### src/rtl/seeprom_pkg.sv
package seeprom_pkg;
  typedef enum logic [3:0] {
    ST_IDLE, ST_DEV, ST_DEV_ACK, ST_ADDR, ST_ADDR_ACK,
    ST_WDATA, ST_WDATA_ACK, ST_RDATA, ST_RACK
  } st_e;
  localparam logic [3:0] DEV_TYPE = 4'b1010;
endpackage

### src/rtl/seeprom_bus_sampler.sv
module seeprom_bus_sampler (
  input  logic clk_i,
  input  logic rst_ni,
  input  logic scl_i,
  input  logic sda_i,
  output logic scl_o,
  output logic sda_o,
  output logic scl_rise_o,
  output logic scl_fall_o,
  output logic start_o,
  output logic stop_o
);
  logic [2:0] scl_q, sda_q;

  always_ff @(posedge clk_i or negedge rst_ni) begin
    if (!rst_ni) begin
      scl_q <= 3'b111;
      sda_q <= 3'b111;
    end else begin
      scl_q <= {scl_q[1:0], scl_i};
      sda_q <= {sda_q[1:0], sda_i};
    end
  end

  assign scl_o      = scl_q[1];
  assign sda_o      = sda_q[1];
  assign scl_rise_o = scl_q[1] & ~scl_q[2];
  assign scl_fall_o = ~scl_q[1] & scl_q[2];
  assign start_o    = scl_q[1] & scl_q[2] & sda_q[2] & ~sda_q[1];
  assign stop_o     = scl_q[1] & scl_q[2] & ~sda_q[2] & sda_q[1];
endmodule

### src/rtl/seeprom_write_timer.sv
module seeprom_write_timer #(
  parameter int CYCLES = 2000
) (
  input  logic clk_i,
  input  logic rst_ni,
  input  logic start_i,
  output logic busy_o
);
  localparam int CW = $clog2(CYCLES + 1);
  logic [CW-1:0] cnt_q;

  always_ff @(posedge clk_i or negedge rst_ni) begin
    if (!rst_ni)                cnt_q <= '0;
    else if (start_i)           cnt_q <= CW'(CYCLES);
    else if (cnt_q != '0)       cnt_q <= cnt_q - 1'b1;
  end

  assign busy_o = (cnt_q != '0);
endmodule

### src/rtl/seeprom_array.sv
module seeprom_array #(
  parameter int DEPTH = 256,
  parameter int PAGE  = 8
) (
  input  logic                               clk_i,
  input  logic                               rst_ni,
  input  logic                               buf_we_i,
  input  logic [$clog2(PAGE)-1:0]            buf_slot_i,
  input  logic [7:0]                         buf_data_i,
  input  logic                               buf_clr_i,
  input  logic                               commit_i,
  input  logic [$clog2(DEPTH)-$clog2(PAGE)-1:0] page_i,
  input  logic [$clog2(DEPTH)-1:0]           rd_addr_i,
  output logic [7:0]                         rd_data_o,
  output logic                               pending_o
);
  localparam int PW = $clog2(DEPTH) - $clog2(PAGE);

  logic [7:0]      buf_q [PAGE];
  logic [PAGE-1:0] val_q;
  logic [7:0]      mem_w [DEPTH];

  always_ff @(posedge clk_i or negedge rst_ni) begin
    if (!rst_ni) begin
      val_q <= '0;
      for (int s = 0; s < PAGE; s++) buf_q[s] <= 8'h00;
    end else if (buf_clr_i || commit_i) begin
      val_q <= '0;
    end else if (buf_we_i) begin
      buf_q[buf_slot_i] <= buf_data_i;
      val_q[buf_slot_i] <= 1'b1;
    end
  end

  for (genvar i = 0; i < DEPTH; i++) begin : g_word
    logic [7:0] word_q;
    always_ff @(posedge clk_i or negedge rst_ni) begin
      if (!rst_ni) word_q <= 8'hFF;
      else if (commit_i && page_i == PW'(i / PAGE) && val_q[i % PAGE])
        word_q <= buf_q[i % PAGE];
    end
    assign mem_w[i] = word_q;
  end

  assign rd_data_o = mem_w[rd_addr_i];
  assign pending_o = |val_q;
endmodule

### src/rtl/seeprom_target.sv
module seeprom_target
  import seeprom_pkg::*;
#(
  parameter int DEPTH        = 256,
  parameter int PAGE_BYTES   = 8,
  parameter int WRITE_CYCLES = 2000
) (
  input  logic       clk_i,
  input  logic       rst_ni,
  input  logic       scl_i,
  input  logic       sda_i,
  input  logic [2:0] strap_i,
  input  logic       wp_i,
  output logic       sda_oe_o
);
  localparam int AW = $clog2(DEPTH);
  localparam int SW = $clog2(PAGE_BYTES);

  logic scl_s, sda_s, scl_rise, scl_fall, start_evt, stop_evt;
  logic busy, pending, commit, buf_we, byte_done, addr_hit;
  logic [7:0] rd_data;

  st_e          st_q;
  logic [7:0]   sh_q, tx_q;
  logic [3:0]   bit_q;
  logic [AW-1:0] ptr_q;
  logic         oe_q, rd_q, hack_q;

  seeprom_bus_sampler u_smp (
    .clk_i, .rst_ni, .scl_i, .sda_i,
    .scl_o(scl_s), .sda_o(sda_s), .scl_rise_o(scl_rise), .scl_fall_o(scl_fall),
    .start_o(start_evt), .stop_o(stop_evt)
  );

  seeprom_write_timer #(.CYCLES(WRITE_CYCLES)) u_tmr (
    .clk_i, .rst_ni, .start_i(commit), .busy_o(busy)
  );

  seeprom_array #(.DEPTH(DEPTH), .PAGE(PAGE_BYTES)) u_arr (
    .clk_i, .rst_ni,
    .buf_we_i(buf_we), .buf_slot_i(ptr_q[SW-1:0]), .buf_data_i(sh_q),
    .buf_clr_i(start_evt), .commit_i(commit), .page_i(ptr_q[AW-1:SW]),
    .rd_addr_i(ptr_q), .rd_data_o(rd_data), .pending_o(pending)
  );

  assign byte_done = scl_fall && (bit_q == 4'd8);
  assign addr_hit  = (sh_q[7:1] == {DEV_TYPE, strap_i}) && !busy;
  assign buf_we    = (st_q == ST_WDATA) && byte_done && !wp_i;
  assign commit    = stop_evt && pending;

  always_ff @(posedge clk_i or negedge rst_ni) begin
    if (!rst_ni) begin
      st_q   <= ST_IDLE;
      sh_q   <= '0;
      tx_q   <= '0;
      bit_q  <= '0;
      ptr_q  <= '0;
      oe_q   <= 1'b0;
      rd_q   <= 1'b0;
      hack_q <= 1'b0;
    end else if (start_evt) begin
      st_q  <= ST_DEV;
      bit_q <= '0;
      oe_q  <= 1'b0;
    end else if (stop_evt) begin
      st_q <= ST_IDLE;
      oe_q <= 1'b0;
    end else begin
      unique case (st_q)
        ST_DEV, ST_ADDR, ST_WDATA: begin
          if (scl_rise && bit_q != 4'd8) begin
            sh_q  <= {sh_q[6:0], sda_s};
            bit_q <= bit_q + 1'b1;
          end else if (byte_done) begin
            if (st_q == ST_DEV) begin
              if (addr_hit) begin
                oe_q <= 1'b1;
                rd_q <= sh_q[0];
                st_q <= ST_DEV_ACK;
              end else begin
                st_q <= ST_IDLE;
              end
            end else if (st_q == ST_ADDR) begin
              ptr_q <= sh_q[AW-1:0];
              oe_q  <= 1'b1;
              st_q  <= ST_ADDR_ACK;
            end else begin
              ptr_q[SW-1:0] <= ptr_q[SW-1:0] + 1'b1;  // wrap inside page
              oe_q <= 1'b1;
              st_q <= ST_WDATA_ACK;
            end
          end
        end
        ST_DEV_ACK: begin
          if (scl_fall) begin
            if (rd_q) begin
              tx_q  <= rd_data;
              oe_q  <= ~rd_data[7];
              ptr_q <= ptr_q + 1'b1;
              bit_q <= 4'd1;
              st_q  <= ST_RDATA;
            end else begin
              oe_q  <= 1'b0;
              bit_q <= '0;
              st_q  <= ST_ADDR;
            end
          end
        end
        ST_ADDR_ACK, ST_WDATA_ACK: begin
          if (scl_fall) begin
            oe_q  <= 1'b0;
            bit_q <= '0;
            st_q  <= ST_WDATA;
          end
        end
        ST_RDATA: begin
          if (scl_fall) begin
            if (bit_q == 4'd8) begin
              oe_q <= 1'b0;
              st_q <= ST_RACK;
            end else begin
              oe_q  <= ~tx_q[6];
              tx_q  <= {tx_q[6:0], 1'b0};
              bit_q <= bit_q + 1'b1;
            end
          end
        end
        ST_RACK: begin
          if (scl_rise) hack_q <= ~sda_s;
          else if (scl_fall) begin
            if (hack_q) begin
              tx_q  <= rd_data;
              oe_q  <= ~rd_data[7];
              ptr_q <= ptr_q + 1'b1;
              bit_q <= 4'd1;
              st_q  <= ST_RDATA;
            end else begin
              st_q <= ST_IDLE;
            end
          end
        end
        default: ;
      endcase
    end
  end

  assign sda_oe_o = oe_q;
endmodule

### config.mk
export PLATFORM = sky130hd
export DESIGN_NAME = seeprom_target
export DESIGN_NICKNAME = d
export VERILOG_FILES = /design/src/rtl/seeprom_pkg.sv /design/src/rtl/seeprom_bus_sampler.sv /design/src/rtl/seeprom_write_timer.sv /design/src/rtl/seeprom_array.sv /design/src/rtl/seeprom_target.sv
export SDC_FILE = /design/constraint.sdc
export NUM_CORES = 2
export LEC_CHECK = 0
export ABC_AREA = 0
export BUFFER_PORTS_ARGS = -buffer_cell sky130_fd_sc_hd__buf_2
export CAP_MARGIN = 30
export CORE_ASPECT_RATIO = 0.8
export CORE_MARGIN = 3
export CORE_UTILIZATION = 47
export CTS_CLUSTER_SIZE = 8
export DETAILED_ROUTE_END_ITERATION = 10
export MAX_ROUTING_LAYER = met4
export PLACE_DENSITY = 0.73
export SLEW_MARGIN = 5
export SYNTH_ARGS = -nofsm -noshare
export SYNTH_HDL_FRONTEND = slang
export SYNTH_HIERARCHICAL = 1
export SYNTH_SLANG_ARGS = --single-unit
### constraint.sdc
create_clock -name clk_i -period 3.9 [get_ports clk_i]
set_input_delay 0.78 -clock clk_i [delete_from_list [all_inputs] [get_ports clk_i]]
set_output_delay 0.78 -clock clk_i [all_outputs]
set_load 0.02 [all_outputs]
; ---- Word-level counts from Yosys, hierarchy flattened
; Cells that the tools add are included.
[word_totals]
out_inout_bits = 1
inputBits = 8
word_cells = 772
ff_bits = 2171
[op_classes]
magnitude_cmp = 5
addsub = 4
n_eq_ne = 72
bitwise = 20
mux = 74
reduce_logical = 320
[ops]
columns = op, n
row1 = $logic_and 1x1->1, 296
row2 = $mux 8, 13
row3 = $mux 4, 21
row4 = $eq 5x5->1 const B, 16
row5 = $bmux 8 s8, 1
row6 = $bwmux 64, 1
row7 = $mux 7, 7
row8 = $eq 5x4->1 const B, 8
row9 = $pmux 4 s5, 2
row10 = $ne 4x3->1 const B, 9
row11 = $reduce_and 10->1, 3
row12 = $demux 8 s3, 1
row13 = $ne 3x2->1 const B, 8
row14 = $pmux 8 s3, 1
row15 = $mux 11, 2
row16 = $ne 2x2->1 const B, 11
row17 = $pmux 7 s3, 1
row18 = $eq 5x3->1 const B, 4
row19 = $eq 4x3->1 const B, 4
row20 = $mux 1, 16
row21 = $reduce_and 12->1, 1
row22 = $reduce_and 11->1, 1
row23 = $reduce_bool 11->1, 1
row24 = $sub 11x1->11 const B, 1
row25 = 41 further kinds, 66

; ---- Depth between registers and ports, before layout
[depth]
ltp_word = 11
ltp_mapped = 17
depth_no_buf = 12

; ---- By module
; The synthesis kept the hierarchy.
[by_module_without_submodules]
columns = module, area_each_um2, cells_per_inst, n_inst, seq_area_each_um2
row1 = seeprom_array, 98301.8, 6086, 1, 55613.3
row2 = seeprom_target, 2242.2, 235, 1, 850.8
row3 = seeprom_write_timer, 593.1, 62, 1, 275.3
row4 = seeprom_bus_sampler, 190.2, 10, 1, 157.7

; ---- Least setup slack after synthesis
; Ideal clock, no wire load.
[synth_timing]
path_type = flip-flop to flip-flop
startpoint = register ptr_q[0]
endpoint = register oe_q (netlist: sda_oe_o)
arrival_time_ps = 2991
required_ps = 3821
synth_period_minus_slack_ps = 3071
setup_ps = 79
stages_incl_launch_ff = 15
path_slack_ps = 829
path_buffers = 4
cell_sequence = dfrtp_1 > buf_6 > buf_12 > buf_6 > buf_6 > mux4_2 > a221oi_1 > o22ai_1 > a211oi_1 > nor4_1 > nand2b_1 > a22oi_1 > a2bb2oi_1 > o21ai_0 > mux2i_1
[synth_via]
elab_chain_cells = 11
elab_cells_between_ends = 13
cone_classes = mux (11) / bitwise (2)
[synth_rtl]
columns = element, line
row1 = from (decl), seeprom_target.sv:26  ; logic [AW-1:0] ptr_q;
row2 = from (signal assigned), seeprom_target.sv:84  ; ptr_q <= sh_q[AW-1:0];
row3 = "from (signal, indexed assignment)", seeprom_target.sv:88  ; ptr_q[SW-1:0] <= ptr_q[SW-1:0] + 1'b1;
row4 = from (signal assigned), seeprom_target.sv:99  ; ptr_q <= ptr_q + 1'b1;
row5 = $not 8->9 (implied by the code) *, seeprom_array.sv:45  ; assign rd_data_o = mem_w[rd_addr_i];
row6 = $bmux 8 s8 *, seeprom_array.sv:45
row7 = $mux 8 (implied by the code) * (2 in a row), seeprom_array.sv:45
row8 = via rd_data[7], seeprom_target.sv:21  ; logic [7:0] rd_data;
row9 = $not 1->1 *, "seeprom_target.sv:98, seeprom_target.sv:133"
row10 = $mux 1, seeprom_target.sv:131  ; if (hack_q) begin
row11 = $mux 1, seeprom_target.sv:130  ; else if (scl_fall) begin
row12 = $mux 1, seeprom_target.sv:129  ; if (scl_rise) hack_q <= ~sda_s;
row13 = $pmux 1 s5 *, seeprom_target.sv:69  ; unique case (st_q)
row14 = $mux 1 *, seeprom_target.sv:65  ; end else if (stop_evt) begin
row15 = $mux 1 *, seeprom_target.sv:61  ; end else if (start_evt) begin
row16 = to (signal assigned), seeprom_target.sv:98  ; oe_q <= ~rd_data[7];
row17 = to (signal assigned), seeprom_target.sv:122  ; oe_q <= ~tx_q[6];
row18 = to (signal assigned), seeprom_target.sv:133  ; oe_q <= ~rd_data[7];
row19 = to (decl), seeprom_target.sv:27  ; logic oe_q, rd_q, hack_q;
; Mark *: on every way through the listed nets, which the timed path passes. The rest lies on a longest branch. The select of a mux whose other input is x is not followed.
; A chain may end at the register's enable or synchronous reset.

; ---- Worst setup path in the final report
[layout_timing]
startpoint = register ptr_q[1]
endpoint = register tx_q[6]
[layout_via]
elab_chain_cells = 8
elab_cells_between_ends = 10
cone_classes = mux (9) / bitwise (1)
[layout_rtl]
columns = element, line
row1 = $not 8->9 (implied by the code) *, seeprom_array.sv:45
row2 = $bmux 8 s8 *, seeprom_array.sv:45
row3 = $mux 8 (implied by the code) * (2 in a row), seeprom_array.sv:45
row4 = via rd_data[6], seeprom_target.sv:21
row5 = $mux 7, seeprom_target.sv:131
row6 = $mux 7, seeprom_target.sv:130
row7 = $mux 7, seeprom_target.sv:129
row8 = $pmux 7 s3 *, seeprom_target.sv:69
row9 = to (signal assigned), seeprom_target.sv:97  ; tx_q <= rd_data;
row10 = to (signal assigned), seeprom_target.sv:123  ; tx_q <= {tx_q[6:0], 1'b0};
row11 = to (signal assigned), seeprom_target.sv:132  ; tx_q <= rd_data;
row12 = to (decl), seeprom_target.sv:24  ; logic [7:0] sh_q, tx_q;
; Marks and branches as above.

==> flow_summary.ini <==
[outcome]
status = finished clean

[layout]
register_area_um2 = 57030
design_area_um2 = 114600
nFillCells = 16659
area_delta_synth_final_pct = 13.13
fin_nets = 6637
multiInputGateArea_um2 = 42320
layout-drive-gt1-share_pct = 82.02
final_common_cell = mux2_2
mostFrequentLayoutCells = mux2_2, dfstp_2, mux4_2, nand2_1, clkbuf_16

[clock_network]
clkLatencyLatePin_ps = 860
htree_levels = 5
cts.path.max_buffers = 4
tritoncts.num_buffers = 313
cts_root_buf = clkbuf_16
cts_tree = built
clkSlewWorstSetupHoldPaths_ps = 50
cts.sinks = 2171

[sta]
setup_violations = 0
holdWs_ps = 83.37
worst_pin_slew_ps = 1138
rsz0062_at_grt = no
finalCritPeriodShare_pct = 98.86
timing.slew.headroom_pct = 24.16
max_freq_mhz = 259.4
tns_ps = 0
fin_crit_ps = 3855
worst_slack_ps = 44.63
hold_viol = 0
skew_ps = 56.82
slew_viol_final = 0

[power_and_ir_drop]
seqPwrFrac_pct = 38.8
intPower_uw = 41950
pwr-share-clk_pct = 39.7
net-switching-power_uw = 18370
switching_share_pct = 30.45
power_frac_comb_pct = 21.5
power_leakage_uw = 0.04655
ir_drop_mv = 0.4535
p_per_area_nw_per_um2 = 526.2
p_total_uw = 60320

[placement]
routabilityCongestion = 0.9751
port_buffers = 8
postPlaceCellArea_um2 = 106000
dp.final_hpwl_mm = 214.1
dp_slack_ps = -402.6

[critical_path]
cp-end-kind = register
reg2regPathDepth = 10
rrSetupSlack_ps = 40
cp_max_fo = 37
rr_startpoint = ptr_q[1]
crit_required_ps = 4640
arrival_ps = 4590
path_class = register to register
worst_r2r_endpoint = tx_q[6]
crit_path_start_kind = register

[global_route]
grt_pass1_wl_mm = 480.9
grt_usage_pct = 30.64
first_global_vias = 65442
grt-ovfl-total = 0
antenna_found_initial = 41
grt_max_degree = 192

[hold_path]
worstHoldPathType = primary input to async pin

[yosys]
yosysWarnings = 6
async_reset_ff_share_pct = 100.0
syn_area_um2 = 101300
synth_cell_types = 78
synthesis.nets = 6405
synth_cells = 6393
ys_seq_elements = 2171
synth_edf_count = 0
yosysSeqAreaShare_pct = 56.15
avgSynthCellArea_um2 = 15.85
ys.flop_type = dfstp_2

[floorplan]
io_pins = 9
rows = 151
die_width_um = 525.1
fp.dieH_um = 421.3
die_area_um2 = 221200
initial_core_util_pct = 47.55
coreArea_um2 = 213100

[routing]
wl_per_cell_um = 35.17
drt-vias-per-instance = 6.695
first_pass_iters = 7
ant_nets = 0
vias = 63807
drcViolationCount = 0
routed_wl_mm = 335.2
drt_iter0_markers = 7480

[job]
cap_violations = 0
==> state kept, by name, summed over array words and instances, names as in the netlist <==
name / cells
bit_q: 4
u_arr/buf_q: 64
rd_q: 1
st_q: 4
ptr_q: 8
u_smp/sda_q: 3
u_arr/val_q: 8
u_tmr/cnt_q: 11
u_smp/scl_q: 3
hack_q: 1
tx_q: 7
u_arr/g_word.word_q: 2048
sh_q: 8
sda_oe_o: 1
==> worst max-delay path by stage <==
stage                     startpoint  endpoint  slack [ps]  cells after the start
after CTS                   ptr_q[0]   tx_q[2]          70                     13
after detailed placement    ptr_q[0]   tx_q[4]        -400                     11
after global routing        ptr_q[0]  sda_oe_o           5                     14
after global placement      ptr_q[0]   tx_q[4]        -450                     11
final                       ptr_q[1]   tx_q[6]          40                     10
after floorplan             ptr_q[0]  sda_oe_o         830                     14
==> kinds of logic after synthesis <==
kind of cell	after synthesis	synth area share (%)
xor+xnor	7	0.06051
compound gates	397	2.843
fa+ha+maj	4	0.04939
mux	2774	36.01
buf+inv	434	2.225
flops	2171	56.15
simple gates	606	2.657
==> layer usage <==
metal | up-vias | global-route usage, % | part of all wire [%]
met4 | 0 | 12.63 | 4.7
met2 | 3966 | 42.84 | 43
met3 | 918 | 8.927 | 12
met5 | - | - | 0
met1 | 34510 | 41.81 | 40
li1 | 24413 | - | -
==> worst max-delay path, cell delays in order (launching register included) <==
cell and delay [ps]:
dfrtp_4 570, buf_12 300, buf_4 360, mux4_2 370
a22o_1 250, a221oi_1 430, o22ai_1 270, a211oi_2 540
nor4_1 90, mux2_2 280, mux2_2 260
==> cells in the mapped netlist, types with 25 or more instances <==
master	n	area (um^2)
a21oi_1	84	420.4
clkbuf_1	289	1085
mux2_2	2144	24140
nand2_1	352	1321
dfrtp_1	117	2928
dfstp_2	2054	53970
buf_2	47	235.2
buf_4	25	187.7
nor2_1	94	352.8
a22oi_1	46	345.3
nor3_1	31	155.2
mux4_2	479	10790
o221ai_1	52	455.4
o22ai_1	35	219.0
o21ai_0	36	180.2
mux2i_1	148	1481
==> what timing repair did <==
action | 4_1_cts | 5_1_grt
gates resized for setup | 15 | 10
setup buffers | 3 | 0
pin swaps | 2 | 0
setup endpoints to repair | 5 | 5
hold buffers | 2 | 0
endpoints found under the hold margin | 2 | 0
gates cloned | 0 | 2
==> area by class of cell <==
class / instances / share of cell area, %
inverters: 16 / 0.05458
clock inverters: 17 / 0.2030
multi-input cells: 3788 / 36.92
flip-flops and latches: 2171 / 49.75
well taps: 2830 / 3.089
diodes: 32 / 0.06986
clock buffers: 342 / 7.002
repair buffers: 335 / 2.917
==> per-stage QoR <==
stage / instances / util, %
5_1_grt: 9515 / 53.77
3_3_place_gp: 9119 / 49.60
2_1_floorplan: 6393 / -
6_report: 9531 / 53.79
3_5_place_dp: 9131 / 49.74
4_1_cts: 9495 / 53.68
==> power by group through the flow <==
stage	Sequential, uW	Combinational, uW	Clock (uW)
final	23400	13000	23900
after global routing	23400	13300	25300
after CTS	23400	12500	24300
after detailed placement	23700	12300	0
after global placement	23700	12200	0
after floorplan	23400	7830	0
Note: power is estimated with default switching activity, not from simulation.
